$ cat src/rtl/mdio45_pkg.sv
package mdio45_pkg;

    // Register window byte offsets
    localparam logic [5:0] OFS_STAT = 6'h30;
    localparam logic [5:0] OFS_CTRL = 6'h34;
    localparam logic [5:0] OFS_DATA = 6'h38;
    localparam logic [5:0] OFS_ADDR = 6'h3C;

    // Field positions
    localparam int unsigned STAT_BUSY_BIT = 0;
    localparam int unsigned STAT_ERR_BIT  = 1;
    localparam int unsigned STAT_DIV_LSB  = 8;
    localparam int unsigned CTL_MMD_LSB   = 0;
    localparam int unsigned CTL_PORT_LSB  = 5;
    localparam int unsigned CTL_NOPRE_BIT = 10;
    localparam int unsigned CTL_RD_BIT    = 15;
    localparam int unsigned DATA_BUSY_BIT = 31;
    localparam logic [15:0] CTL_KEEP_MASK = 16'hCFFF;

    // Frame body layout (bit index after preamble)
    localparam int unsigned FRAME_BITS = 32;
    localparam logic [4:0]  LAST_IDX   = 5'(FRAME_BITS - 1);
    localparam logic [4:0]  TA_IDX     = 5'd14;
    localparam logic [4:0]  ACK_IDX    = 5'd15;
    localparam logic [4:0]  DAT_IDX    = 5'd16;

    // Encoding equals the on-wire opcode
    typedef enum logic [1:0] {
        FK_ADDR  = 2'b00,
        FK_WRITE = 2'b01,
        FK_READ  = 2'b11
    } frame_kind_e;

    typedef struct packed {
        frame_kind_e kind;
        logic        no_pre;
        logic [4:0]  port;
        logic [4:0]  mmd;
        logic [15:0] payload;
    } frame_req_t;

    // Body of a frame, start bits first
    function automatic logic [31:0] build_word(frame_kind_e kind, logic [4:0] port,
                                               logic [4:0] mmd, logic [15:0] payload);
        return {2'b00, kind, port, mmd, 2'b10, payload};
    endfunction

endpackage

$ cat src/rtl/mdio45_clkgen.sv
module mdio45_clkgen #(
    parameter int unsigned DIV_W = 8
) (
    input  logic             clk,
    input  logic             rst,
    input  logic             run,
    input  logic [DIV_W-1:0] half_cfg,
    output logic             mdc,
    output logic             rise_o,
    output logic             fall_o
);
    logic [DIV_W-1:0] cnt_q;
    logic [DIV_W-1:0] last;
    logic             wrap;

    always_comb begin
        last   = (half_cfg == '0) ? '0 : half_cfg - 1'b1;
        wrap   = run && (cnt_q == last);
        rise_o = wrap && !mdc;
        fall_o = wrap && mdc;
    end

    always_ff @(posedge clk) begin
        if (rst || !run) begin
            cnt_q <= '0;
            mdc   <= 1'b0;
        end else if (wrap) begin
            cnt_q <= '0;
            mdc   <= ~mdc;
        end else begin
            cnt_q <= cnt_q + 1'b1;
        end
    end
endmodule

$ cat src/rtl/mdio45_serdes.sv
module mdio45_serdes
    import mdio45_pkg::*;
#(
    parameter int unsigned PRE_LEN = 32
) (
    input  logic        clk,
    input  logic        rst,
    input  logic        start_i,
    input  frame_req_t  req_i,
    input  logic        rise_i,
    input  logic        fall_i,
    input  logic        mdio_i,
    output logic        active_o,
    output logic        mdio_o,
    output logic        mdio_oe,
    output logic        done_o,
    output logic [15:0] cap_data_o,
    output logic        cap_err_o
);
    localparam int unsigned PRE_W = $clog2(PRE_LEN + 1);

    logic             active_q;
    logic [PRE_W-1:0] pre_left_q;
    logic [4:0]       idx_q;
    logic [31:0]      sh_q;
    logic             is_rd_q;
    logic [15:0]      cap_q;
    logic             err_q;
    logic             in_pre;
    logic             last_bit;

    always_comb begin
        in_pre     = (pre_left_q != '0);
        last_bit   = !in_pre && (idx_q == LAST_IDX);
        done_o     = active_q && fall_i && last_bit;
        active_o   = active_q;
        mdio_o     = (!active_q || in_pre) ? 1'b1 : sh_q[31];
        mdio_oe    = active_q && !(is_rd_q && !in_pre && (idx_q >= TA_IDX));
        cap_data_o = cap_q;
        cap_err_o  = err_q;
    end

    always_ff @(posedge clk) begin
        if (rst) begin
            active_q   <= 1'b0;
            pre_left_q <= '0;
            idx_q      <= '0;
            sh_q       <= '0;
            is_rd_q    <= 1'b0;
            cap_q      <= '0;
            err_q      <= 1'b0;
        end else if (start_i) begin
            active_q   <= 1'b1;
            pre_left_q <= req_i.no_pre ? '0 : PRE_W'(PRE_LEN);
            idx_q      <= '0;
            sh_q       <= build_word(req_i.kind, req_i.port, req_i.mmd, req_i.payload);
            is_rd_q    <= (req_i.kind == FK_READ);
            cap_q      <= '0;
            err_q      <= 1'b0;
        end else if (active_q) begin
            if (fall_i) begin
                if (in_pre) begin
                    pre_left_q <= pre_left_q - 1'b1;
                end else if (last_bit) begin
                    active_q <= 1'b0;
                end else begin
                    idx_q <= idx_q + 1'b1;
                    sh_q  <= {sh_q[30:0], 1'b1};
                end
            end
            if (rise_i && is_rd_q && !in_pre) begin
                if (idx_q == ACK_IDX) begin
                    err_q <= mdio_i;
                end else if (idx_q >= DAT_IDX) begin
                    cap_q <= {cap_q[14:0], mdio_i};
                end
            end
        end
    end
endmodule

$ cat src/rtl/mdio45_regs.sv
module mdio45_regs
    import mdio45_pkg::*;
#(
    parameter int unsigned DIV_W = 8
) (
    input  logic             clk,
    input  logic             rst,
    input  logic [5:0]       reg_addr,
    input  logic             reg_wr,
    input  logic [31:0]      reg_wdata,
    output logic [31:0]      reg_rdata,
    input  logic             done_i,
    input  logic [15:0]      cap_data_i,
    input  logic             cap_err_i,
    output logic             start_o,
    output frame_req_t       req_o,
    output logic [DIV_W-1:0] div_o,
    output logic             addr_busy_o,
    output logic             rw_busy_o,
    output logic             rd_err_o
);
    logic [DIV_W-1:0] div_q;
    logic [15:0]      ctrl_q;
    logic [15:0]      data_q;
    logic [15:0]      addr_q;
    logic             abusy_q;
    logic             rbusy_q;
    logic             err_q;
    frame_kind_e      kind_q;

    logic any_busy;
    logic sel_stat, sel_ctrl, sel_data, sel_addr;
    logic go_addr, go_wr, go_rd, ctrl_we;
    logic unused_bits;

    assign unused_bits = ^reg_wdata[31:16];

    always_comb begin
        any_busy = abusy_q | rbusy_q;
        sel_stat = (reg_addr == OFS_STAT);
        sel_ctrl = (reg_addr == OFS_CTRL);
        sel_data = (reg_addr == OFS_DATA);
        sel_addr = (reg_addr == OFS_ADDR);
        go_addr  = reg_wr && sel_addr && !any_busy;
        go_wr    = reg_wr && sel_data && !any_busy;
        go_rd    = reg_wr && sel_ctrl && reg_wdata[CTL_RD_BIT] && !any_busy;
        ctrl_we  = reg_wr && sel_ctrl && !(reg_wdata[CTL_RD_BIT] && any_busy);
        start_o  = go_addr | go_wr | go_rd;

        req_o.kind    = FK_ADDR;
        req_o.no_pre  = ctrl_q[CTL_NOPRE_BIT];
        req_o.port    = ctrl_q[CTL_PORT_LSB +: 5];
        req_o.mmd     = ctrl_q[CTL_MMD_LSB +: 5];
        req_o.payload = reg_wdata[15:0];
        if (go_wr) begin
            req_o.kind = FK_WRITE;
        end
        if (go_rd) begin
            req_o.kind    = FK_READ;
            req_o.no_pre  = reg_wdata[CTL_NOPRE_BIT];
            req_o.port    = reg_wdata[CTL_PORT_LSB +: 5];
            req_o.mmd     = reg_wdata[CTL_MMD_LSB +: 5];
            req_o.payload = '1;
        end
    end

    always_comb begin
        reg_rdata = '0;
        if (sel_stat) begin
            reg_rdata[STAT_DIV_LSB +: DIV_W] = div_q;
            reg_rdata[STAT_ERR_BIT]          = err_q;
            reg_rdata[STAT_BUSY_BIT]         = abusy_q;
        end else if (sel_ctrl) begin
            reg_rdata[15:0] = ctrl_q;
        end else if (sel_data) begin
            reg_rdata[15:0]          = data_q;
            reg_rdata[DATA_BUSY_BIT] = rbusy_q;
        end else if (sel_addr) begin
            reg_rdata[15:0] = addr_q;
        end
    end

    always_ff @(posedge clk) begin
        if (rst) begin
            div_q   <= '0;
            ctrl_q  <= '0;
            data_q  <= '0;
            addr_q  <= '0;
            abusy_q <= 1'b0;
            rbusy_q <= 1'b0;
            err_q   <= 1'b0;
            kind_q  <= FK_ADDR;
        end else begin
            if (reg_wr && sel_stat) begin
                div_q <= reg_wdata[STAT_DIV_LSB +: DIV_W];
            end
            if (ctrl_we) begin
                ctrl_q <= reg_wdata[15:0] & CTL_KEEP_MASK;
            end
            if (go_addr) begin
                addr_q  <= reg_wdata[15:0];
                abusy_q <= 1'b1;
            end
            if (go_wr) begin
                data_q  <= reg_wdata[15:0];
                rbusy_q <= 1'b1;
            end
            if (go_rd) begin
                rbusy_q <= 1'b1;
            end
            if (start_o) begin
                kind_q <= req_o.kind;
            end
            if (done_i) begin
                abusy_q <= 1'b0;
                rbusy_q <= 1'b0;
                if (kind_q == FK_READ) begin
                    err_q <= cap_err_i;
                    if (!cap_err_i) begin
                        data_q <= cap_data_i;
                    end
                end
            end
        end
    end

    always_comb begin
        div_o       = div_q;
        addr_busy_o = abusy_q;
        rw_busy_o   = rbusy_q;
        rd_err_o    = err_q;
    end
endmodule

$ cat src/rtl/mdio45_ctrl.sv
module mdio45_ctrl
    import mdio45_pkg::*;
#(
    parameter int unsigned DIV_W   = 8,
    parameter int unsigned PRE_LEN = 32
) (
    input  logic        clk,
    input  logic        rst,
    input  logic [5:0]  reg_addr,
    input  logic        reg_wr,
    input  logic [31:0] reg_wdata,
    output logic [31:0] reg_rdata,
    output logic        mdc,
    output logic        mdio_o,
    output logic        mdio_oe,
    input  logic        mdio_i
);
    frame_req_t       req;
    logic             start;
    logic [DIV_W-1:0] div;
    logic             addr_busy;
    logic             rw_busy;
    logic             rd_err;
    logic             active;
    logic             rise;
    logic             fall;
    logic             done;
    logic [15:0]      cap_data;
    logic             cap_err;

    mdio45_regs #(.DIV_W(DIV_W)) u_regs (
        .clk         (clk),
        .rst         (rst),
        .reg_addr    (reg_addr),
        .reg_wr      (reg_wr),
        .reg_wdata   (reg_wdata),
        .reg_rdata   (reg_rdata),
        .done_i      (done),
        .cap_data_i  (cap_data),
        .cap_err_i   (cap_err),
        .start_o     (start),
        .req_o       (req),
        .div_o       (div),
        .addr_busy_o (addr_busy),
        .rw_busy_o   (rw_busy),
        .rd_err_o    (rd_err)
    );

    mdio45_clkgen #(.DIV_W(DIV_W)) u_clk (
        .clk      (clk),
        .rst      (rst),
        .run      (active),
        .half_cfg (div),
        .mdc      (mdc),
        .rise_o   (rise),
        .fall_o   (fall)
    );

    mdio45_serdes #(.PRE_LEN(PRE_LEN)) u_ser (
        .clk        (clk),
        .rst        (rst),
        .start_i    (start),
        .req_i      (req),
        .rise_i     (rise),
        .fall_i     (fall),
        .mdio_i     (mdio_i),
        .active_o   (active),
        .mdio_o     (mdio_o),
        .mdio_oe    (mdio_oe),
        .done_o     (done),
        .cap_data_o (cap_data),
        .cap_err_o  (cap_err)
    );
endmodule

$ cat config.mk
export PLATFORM = sky130hd
export DESIGN_NAME = mdio45_ctrl
export DESIGN_NICKNAME = d
export VERILOG_FILES = /design/src/rtl/mdio45_pkg.sv /design/src/rtl/mdio45_clkgen.sv /design/src/rtl/mdio45_serdes.sv /design/src/rtl/mdio45_regs.sv /design/src/rtl/mdio45_ctrl.sv
export SDC_FILE = /design/constraint.sdc
export NUM_CORES = 1
export LEC_CHECK = 0
export BUFFER_PORTS_ARGS = -buffer_cell sky130_fd_sc_hd__buf_2
export CORE_ASPECT_RATIO = 2
export CORE_MARGIN = 2
export CORE_UTILIZATION = 48
export CTS_CLUSTER_DIAMETER = 200
export DETAILED_ROUTE_END_ITERATION = 10
export PLACE_DENSITY = 0.67
export SLEW_MARGIN = 20
export SYNTH_ARGS = -nofsm -noshare
export SYNTH_HDL_FRONTEND = slang
export SYNTH_HIERARCHICAL = 1
export SYNTH_SLANG_ARGS = --single-unit
$ cat constraint.sdc
create_clock -name clk -period 4.75 [get_ports clk]
set_input_delay 1.425 -clock clk [delete_from_list [all_inputs] [get_ports clk]]
set_output_delay 1.425 -clock clk [all_outputs]
set_load 0.1 [all_outputs]
==> metrics <==
Worst Skew=11.2 ps; Resized Gates After CTS=0; drt pass-1 iters=5; reg-to-reg slack, setup=880 ps; Post-synth EDFFs=0; cell area after synthesis=7270 sq um; Power Density=316 nW/um^2; Most Used Layer, Global Route=met2; met3 Track Usage GR=3.68%; CTS HTree Levels=4; setup violators final=0; largest net degree at the start of global routing=51; final net count=889; Crit path required time=3320 ps; hpwl dp=13600 um; Mapped Avg Cell Area=8.70 sq um; leading cell types in the layout, fill and taps excluded=dfxtp_1 (130), nor2_1 (71), nand4_1 (55); R2R Path End=u_ser/sh_q[26]; largest area contributor in the netlist=dfxtp_1; Max-slew headroom=47.1%; Post-Synthesis Cells=835; synthesized flop and latch total=130; drt wl/cell=18.7 um; total grt overflow=0; DP Worst Slack=402 ps; Num CTS Buffers=17; status=finished, final reports clean; Slew @ Worst Pin=792 ps; clock tree buffer depth=2; Worst Hold End=u_ser/sh_q[31]; Cell Area, Placed=7790 sq um; CTS sink count=130; final instance area=8400 sq um; Setup WS post-layout=402 ps; drt initial violations=485; met2 Resource Use GR=44.0%; Worst R2R Start=u_regs/div_o[0]; clock latency on the worst-skew pair=410 ps; die area=16200 sq um; Hold/Removal Path Class=flip-flop to flip-flop; layout cells sized above 1=17.3%; critical path data arrival time=2920 ps; initial antenna violation count=0; crit end category=output pin; Worst-path clk slew=60 ps; Pleak=0.00300 uW; synth top area cells=dfxtp_1 (36%), o31ai_1 (5.3%), nand4_1 (4.7%), a21oi_1 (3.7%), nor2_1 (3.7%); maximum vdd drop=0.268 mV; first-pass GRT wire length=32200 um; CTS tree=built; launching element type of the critical path=primary input; Final min period=4350 ps; WL final=19500 um; commonest non-fill, non-tap cell in the layout=dfxtp_1; Synth-to-Final Area Change=15.7%; Yosys top cell area share=35.8%; hold path cells=2; Root Buffer=clkbuf_16; DR vias=6546; Die Width=91.0 um; worst-path fanout max=25; DRT antenna net count=0; fin crit share=91.5%; fmax=230 MHz; RePlAce Congestion=0.855; Rows=63; Design Power=2660 uW; die height=178 um; HP Start=u_ser/sh_q[30]; critical path class=primary input to output pin; RSZ-0062 raised after global routing=no; Slew Limit Fails=0; port bufs=45; Most used DFF post-synth=dfxtp_1; core box area=14800 sq um; sequential area share after synthesis=35.8%; max-cap viol count=0; Initial Util=49.0%; final hold viol count=0; Yosys cell types=74; async set-reset flop share out of synthesis=0%; # IOs=77; minimum hold slack=459 ps; via/cell ratio=6.26; Post-CTS Hold Fix Bufs=0; # diodes=0; met1 Track Usage GR=26.8%; vias in the first global route=6652; total track usage=24.4%; setup bufs post-CTS=0; Reg2Reg Depth=13; warning count from the yosys run=6; DRC=0
[kinds of logic (layout without fill, tap and decap cells)]
family	count (synthesis)	in the layout	synth area share (%)
AO/OA/AOI/OAI	229	229	22.7
other	1	15	0.0516
adder cells (fa/ha/maj)	7	7	1.21
XOR/XNOR	12	12	1.45
buffers and inverters	114	116	7.27
multiplexers	50	50	9.02
flip-flops	130	130	35.8
AND/OR/NAND/NOR	292	292	22.5
[synthesized netlist by cell type, types with 8 or more instances]
| library cell | instances |
|---|---|
| o31ai_1 | 51 |
| a21oi_1 | 54 |
| inv_1 | 15 |
| nor2_1 | 71 |
| or3_1 | 9 |
| nand4_1 | 55 |
| clkbuf_1 | 52 |
| dfxtp_1 | 130 |
| buf_2 | 22 |
| mux4_2 | 8 |
| a2111oi_0 | 28 |
| a21boi_0 | 26 |
| nand2_1 | 38 |
| xnor2_1 | 8 |
| a311oi_1 | 18 |
| buf_4 | 17 |
| nand2b_1 | 20 |
| nand3_1 | 16 |
| and2_1 | 11 |
| mux2_2 | 8 |
| o21ai_0 | 11 |
| mux2_4 | 9 |
| nor2b_1 | 31 |
| mux2i_1 | 25 |
[how the worst max path moves through the flow]
stage                            from             to  cells after the start
after floorplan           reg_addr[0]  reg_rdata[12]                      5
after global placement    reg_addr[2]   reg_rdata[8]                      4
after detailed placement  reg_addr[2]   reg_rdata[8]                      4
after CTS                 reg_addr[2]   reg_rdata[8]                      4
after global routing      reg_addr[2]   reg_rdata[8]                      4
final                     reg_addr[2]   reg_rdata[8]                      4
[per-layer routing]
metal  routed length [um]  vias up  part of all wire (%)
met5                    0        -                     0
met4                  879        0                   4.5
met3                  773       56                   4.0
met2                10300      213                    53
met1                 7550     3174                    39
li1                     -     3103                     -
[through the flow]
stage               util (%)  TNS (ps)  std cells
floorplan                  -     -1190        849
global placement        52.6         0       1016
global route            56.7         0       1046
CTS                     56.7         0       1046
detailed placement      52.6         0       1016
finish                  56.7         0       1046
[power by group]
| group | internal (uW) | switching, uW |
|---|---|---|
| clock | 873 | 480 |
| sequential | 1100 | 3.75 |
| combinational | 44.5 | 157 |
[flip-flops by register name, indices dropped and copies added, names as in the netlist, 2 cells and up]
name              cells
u_regs/kind_q         2
u_regs/ctrl_q        14
u_clk/cnt_q           8
u_ser/idx_q           5
u_ser/cap_data_o     16
u_ser/sh_q           32
u_regs/data_q        16
u_regs/div_o          8
u_ser/pre_left_q      6
u_regs/addr_q        16
[worst max-delay path, cell delays in order]
cell and delay [ps]:
buf_2 470, mux4_2 630, and2_1 210, buf_12 170
[area by class of cell]
cell class	instances	area [sq um]
Sequential cell	130	2600
Timing Repair Buffer	71	673
Clock inverter	9	130
Fill cell	1357	6410
Tap cell	195	244
Inverter	15	56.3
Multi-Input combinational cell	605	4220
Clock buffer	21	480
(Power assumes the default switching activity.)
